--- config.mk ---
export PLATFORM = sky130hd
export DESIGN_NAME = lookahead_issue
export DESIGN_NICKNAME = d
export VERILOG_FILES = /design/src/rtl/lookahead_issue.sv
export SDC_FILE = /design/constraint.sdc
export NUM_CORES = 1
export LEC_CHECK = 0
export ABC_AREA = 1
export BUFFER_PORTS_ARGS = -buffer_cell sky130_fd_sc_hd__buf_2
export CAP_MARGIN = 20
export CORE_MARGIN = 8
export CORE_UTILIZATION = 55
export DETAILED_ROUTE_END_ITERATION = 10
export MAX_ROUTING_LAYER = met4
export PLACE_DENSITY = 0.78
export SLEW_MARGIN = 40
export SYNTH_ARGS = -nofsm -noshare
export SYNTH_HDL_FRONTEND = slang
export SYNTH_SLANG_ARGS = --single-unit
--- constraint.sdc ---
create_clock -name clk -period 2.8 [get_ports clk]
set_input_delay 0.28 -clock clk [delete_from_list [all_inputs] [get_ports clk]]
set_output_delay 0.28 -clock clk [all_outputs]
set_load 0.005 [all_outputs]
--- src/rtl/lookahead_issue.sv ---
module lookahead_issue #(
  parameter int THREADS = 8,
  parameter int LAT     = 21,
  parameter int LA_W    = 3,
  parameter int TID_W   = (THREADS > 1) ? $clog2(THREADS) : 1
) (
  input  logic                    clk,
  input  logic                    rst_n,
  input  logic [THREADS-1:0]      ready_i,
  input  logic [LA_W*THREADS-1:0] look_i,
  input  logic [THREADS-1:0]      mem_i,
  input  logic [THREADS-1:0]      done_i,
  output logic                    issue_valid_o,
  output logic [TID_W-1:0]        issue_tid_o
);

  localparam int CW = $clog2(LAT + 1);

  logic [CW-1:0]     timer_q  [THREADS];
  logic [LA_W-1:0]   credit_q [THREADS];
  logic [THREADS-1:0] memw_q;
  logic [THREADS-1:0] busy, elig;
  logic [TID_W-1:0]  last_q;

  always_comb begin
    issue_valid_o = 1'b0;
    issue_tid_o   = last_q;
    for (int i = 1; i <= THREADS; i++) begin
      if (!issue_valid_o && elig[(int'(last_q) + i) % THREADS]) begin
        issue_valid_o = 1'b1;
        issue_tid_o   = TID_W'((int'(last_q) + i) % THREADS);
      end
    end
  end

  always_ff @(posedge clk) begin
    if (!rst_n)             last_q <= TID_W'(THREADS - 1);
    else if (issue_valid_o) last_q <= issue_tid_o;
  end

  generate
    for (genvar t = 0; t < THREADS; t++) begin : g_thr
      logic            hit;
      logic [LA_W-1:0] lk, cdec;

      assign busy[t] = (timer_q[t] != '0) || memw_q[t];
      assign elig[t] = ready_i[t] && (!busy[t] || credit_q[t] != '0);
      assign hit     = issue_valid_o && (issue_tid_o == TID_W'(t));
      assign lk      = look_i[t*LA_W +: LA_W];
      assign cdec    = credit_q[t] - 1'b1;

      always_ff @(posedge clk) begin
        if (!rst_n) begin
          timer_q[t]  <= '0;
          credit_q[t] <= '0;
          memw_q[t]   <= 1'b0;
        end else begin
          memw_q[t] <= (hit && mem_i[t]) || (memw_q[t] && !done_i[t]);
          if (hit) begin
            timer_q[t]  <= CW'(LAT - 1);
            credit_q[t] <= (busy[t] && cdec < lk) ? cdec : lk;
          end else if (timer_q[t] != '0) begin
            timer_q[t] <= timer_q[t] - 1'b1;
          end
        end
      end

      if (LAT > 1) begin : g_spacing
        a_r4_zero_lookahead_waits: assert property (@(posedge clk) disable iff (!rst_n)
          (hit && !busy[t] && lk == '0) |=> !hit);
      end

      a_r7_mem_blocks: assert property (@(posedge clk) disable iff (!rst_n)
        (memw_q[t] && credit_q[t] == '0) |-> !hit);

      a_r8_set_beats_clear: assert property (@(posedge clk) disable iff (!rst_n)
        (hit && mem_i[t] && done_i[t]) |=> busy[t]);
    end
  endgenerate

  a_r1_ready_only: assert property (@(posedge clk) disable iff (!rst_n)
    issue_valid_o |-> ready_i[issue_tid_o]);

  a_r10_idle_holds_ptr: assert property (@(posedge clk) disable iff (!rst_n)
    !issue_valid_o |=> $stable(last_q));

endmodule

# --- Word level (Yosys, flattened, before mapping) ---
# Memories as Yosys holds them, arrays and structs flattened.
# Index checks and enable logic that the tools add are counted.
classes:
  n_addsub: 24
  n_lt_le_gt_ge: 16
  eq_ne: 7
  muxes: 129
  n_bitwise: 32
  n_reduce_logical: 119
ops:
  columns: ["operator", "count"]
  rows:
  - ["1-bit 2-to-1 mux", 81]
  - ["5-bit 2-to-1 mux", 16]
  - ["3-bit 2-to-1 mux", 24]
  - ["1-bit logical AND", 47]
  - ["4-bit by 5-bit less-than comparator with 1-bit output (second input constant)", 8]
  - ["5-bit nonzero test", 8]
  - ["5-bit by 1-bit subtractor with 5-bit output (second input constant)", 8]
  - ["1-bit binary-select mux with 3-bit select", 8]
  - ["1-bit logical OR", 24]
  - ["3-bit less-than comparator", 8]
  - ["1-bit OR", 24]
  - ["3-bit nonzero test", 8]
  - ["3-bit OR reduction", 8]
  - ["3-bit by 1-bit subtractor with 3-bit output (second input constant)", 8]
  - ["1-bit logical NOT", 23]
  - ["3-bit adder (second input constant)", 4]
  - ["3-bit == test (second input constant)", 4]
  - ["1-bit AND (first input constant)", 8]
  - ["3-bit by 1-bit adder with 3-bit output (second input constant)", 2]
  - ["3-bit by 2-bit adder with 3-bit output (second input constant)", 2]
  - ["3-bit by 2-bit == test with 1-bit output (second input constant)", 2]
  - ["3-bit by 1-bit == test with 1-bit output (second input constant)", 1]
  - ["3-bit logical NOT", 1]
totals:
  regBits: 11
  mem_bits_rw: 64
  in_bits: 50
  out_inout_bits: 4
  word_cells: 338
  mem_count: 2
memory_table:
  columns: ["name", "depth", "width", "rd", "rd_ports_with_merged_regs", "wr", "line", "text"]
  rows:
  - ["timer_q", 8, 5, 8, 0, 8, "19", "logic [CW-1:0] timer_q [THREADS];"]
  - ["credit_q", 8, 3, 8, 0, 8, "20", "logic [LA_W-1:0] credit_q [THREADS];"]

# --- Longest topological paths before layout ---
logic_depth:
  word_depth: 37
  ltp_mapped: 25
  depth_no_buf: 25

# --- Least setup slack after synthesis ---
# No wires, ideal clock.
synth_path:
  path_type: "register -> register"
  start: "register last_q[1]"
  end: "memory timer_q[0][5] (netlist name), enable pin"
  setup_time_ns: 0.313
  arrival_time_ns: 2.614
  t_required_ns: 2.487
  path_slack_ns: -0.127
  stages_incl_launch_ff: 21
  n_path_buf: 1
  synth_period_minus_slack_ns: 2.927
  cell_sequence: "dfxtp_1 buf_4 inv_1 ha_1 inv_1 nand3_1 nand3_2 nand2_4 nor2_8 nand4_4 nor2_4 nand2_2 clkinv_2 nand2_2 nand2_4 inv_4 nor2_2 nand2_2 inv_2 nor2_1 nand2_1"
synth_lines:
  columns: ["item", "line", "text"]
  rows:
  - ["start: declaration", "23", "logic [TID_W-1:0] last_q;"]
  - ["start signal: assignment", "37", "if (!rst_n) last_q <= TID_W'(THREADS - 1);"]
  - ["start signal: assignment", "38", "else if (issue_valid_o) last_q <= issue_tid_o;"]
  - ["end: declaration", "19", null]

==> metrics.txt <==
I/O pins 54; htree depth 3; layout cells sized above 1 54.09%; Post-Synthesis Cells 700; final worst slack -0.5680 ns; syn avg cell area 8.231 µm²; placed cell count 987; Max Slew Vio Count 0; initial core utilization 56.32%; DRT antenna net count 0; final net count 1023; worst min-delay path category input pin to register; RSZ-0062 raised after global routing true; endpoints failing setup 140; core area 0.01023 mm²; CP arrival 3.46 ns; crit share post-route 120.3%; ant diodes 0; total track usage 26.44%; syn nets 800; Synth area leader edfxtp_1; area of the die 0.01401 mm²; Max Cap Viol 0; cell area after synthesis 0.005762 mm²; Port Buffers 53; first drt pass iteration count 8; ys flop type edfxtp_1; worst path buffer plus inverter count 3; CTS clk-pin slew, worst paths 0.09 ns; gr ovfl total 0; share of the synthesized area in the top cell type 33.36%; post-route non-filler standard cell count 1064; CTS sink cnt 75; gpl congestion 0.8779; # fillers 433; largest net degree at the start of global routing 31; Ys Warns 0; CP required 2.90 ns; DRC viols 0; worst-path cell chain inv_2 > ha_4 > inv_2 > nor2_4 > nand3_2 > nand2_2 > nand3_2 > nand3_4 > nand2_1 > nand2_1 > nand2_2 > nor2_1 > o21ai_1 > o21ai_1 > nand2_1 > nand2_1 > nand2_2 > nand2_8 > inv_6 > nand2_4 > nor2_4 > nor2_4 > nand2_4 > nand2_4; via count 6564; fmax 0.2969 GHz; HPWL Detailed 11250 µm; hold_ws 0.08006 ns; Die X 118.4 µm; vias in the first global route 6192; Period minus WS final 3.368 ns; cell mode on critical path nand2_1; Post-synth EDFFs 64; max incr delay on CP 0.43 ns; initial antenna violation count 0; area of the multi-input gates 0.004308 mm²; failing checks negative setup slack; Detailed Route WL 23810 µm; CTS Buf Count 9; DR WL/cell 22.38 µm; Critical Path Sink Type register; clk_lat worst skew 0.39 ns; Async S/R FF share, synth 0%; Rows 37; Max-Slew Margin vs Limit 37.37%; Die H 118.4 µm; Clock Skew 0.01565 ns; CTS tree built; Syn-to-layout area delta 54.03%; initial drt markers 754; outcome finished with violations; final hold viol count 0; first-pass GRT wire length 29400 µm; top post-synthesis cells by area edfxtp_1, ha_1, nand2_1, inv_1, nand3_1; Seq/Total Area, Yosys 37.18%; Via-to-Cell Ratio 6.169; Critical Path Start Type register; CP Max Fanout 5; critical path's slowest cell edfxtp_1; clk buf depth 2; Reg area 0.002142 mm²; Crit path max-delay family simple AND/OR/NAND/NOR gates; clk root buf clkbuf_8; flops & latches, synth 75; worst slew pin tran 0.9384 ns; CP Class register to register; Synth cell types 43
-- Yosys cell counts (2+ instances only) --
library cell    n
a21oi_1        18
a21oi_2         2
buf_2           4
dfxtp_1        11
edfxtp_1       64
ha_1           50
inv_1         109
inv_2           5
nand2_1       116
nand2_2        18
nand2_4         9
nand3_1        71
nand3_2        14
nand4_1         8
nand4_2         3
nor2_1         78
nor2_2         17
nor2_4         11
nor3_1          8
o211ai_1        3
o21a_1          2
o21ai_0        20
o21ai_1         9
xnor2_1        17
xor2_1         15
-- routing by layer --
layer	GRT usage, %	wire length [µm]
met5	-	0
met4	14.25	1918
met3	5.283	2061
met2	46.82	11560
met1	27.10	8269
-- flip-flops by register name, indices dropped and copies added (netlist names) --
signal    cells
credit_q     24
memw_q        8
timer_q      40
last_q        3
-- stage by stage --
| step | TNS [ns] | worst slack (ns) | utilization, % | instance area (µm²) |
|---|---|---|---|---|
| 2_1_floorplan | 0 | 0.04576 | - | 5779 |
| 3_3_place_gp | -22.52 | -0.2738 | 68.07 | 6964 |
| 3_5_place_dp | -35.00 | -0.3850 | 68.07 | 6964 |
| 4_1_cts | -10.80 | -0.1700 | 81.04 | 8292 |
| 5_1_grt | -77.78 | -0.7074 | 86.74 | 8875 |
| 6_report | -61.15 | -0.5680 | 86.74 | 8875 |
-- cells in the final DEF, fill, tap and decap left out, types with 17 or more instances in the layout --
cell	Yosys	final
buf_6	1	21
ha_1	50	38
nor2_2	17	36
buf_4	1	147
inv_2	5	38
o21ai_0	20	17
nand3_4	0	31
nor2_1	78	38
xnor2_1	17	17
inv_1	109	72
nand3_1	71	30
nand3_2	14	24
edfxtp_1	64	64
nand2_2	18	20
nor2_4	11	32
nand2_1	116	77
buf_2	4	52
nand2_4	9	41
-- cell type report --
type                       instances  area share, %
clock buffer                      10          1.438
clock inverter                     6         0.7472
inverter                         117          5.188
multi-input combinational        500          48.54
sequential                        75          24.14
tap                              136          1.917
timing repair buffer             220          18.03
-- cells by family (layout without fill, tap and decap cells) --
family / Yosys count / count (layout) / synth area share (%)
fa+ha+maj: 50 / 50 / 10.86
buf+inv: 125 / 353 / 8.491
simple gates: 357 / 357 / 32.12
flops: 75 / 75 / 37.18
xor+xnor: 34 / 34 / 5.624
compound gates: 59 / 59 / 5.733
-- worst paths after layout --
| kind | startpoint | endpoint | slack (ns) | depth (start not counted) |
|---|---|---|---|---|
| setup / recovery | timer_q[1][0] | timer_q[1][12] | -0.57 | 24 |
| hold / removal | done_i[0] | memw_q[0] | 0.08 | 2 |
| setup reg to reg | timer_q[1][0] | timer_q[1][12] | -0.57 | 24 |
| hold reg to reg | memw_q[0] | memw_q[0] | 0.49 | 2 |
-- timing repair --
| action | CTS | global route |
|---|---|---|
| pin swaps | 56 | 64 |
| endpoints found under the setup margin | 140 | 140 |
| hold buffers | 0 | 0 |
| resized for setup | 211 | 105 |
| buffers inserted | 46 | 17 |
Power is left out: the tool's default activity adds up to more than one toggle a clock period on the data nets, which glitch-free logic cannot reach.
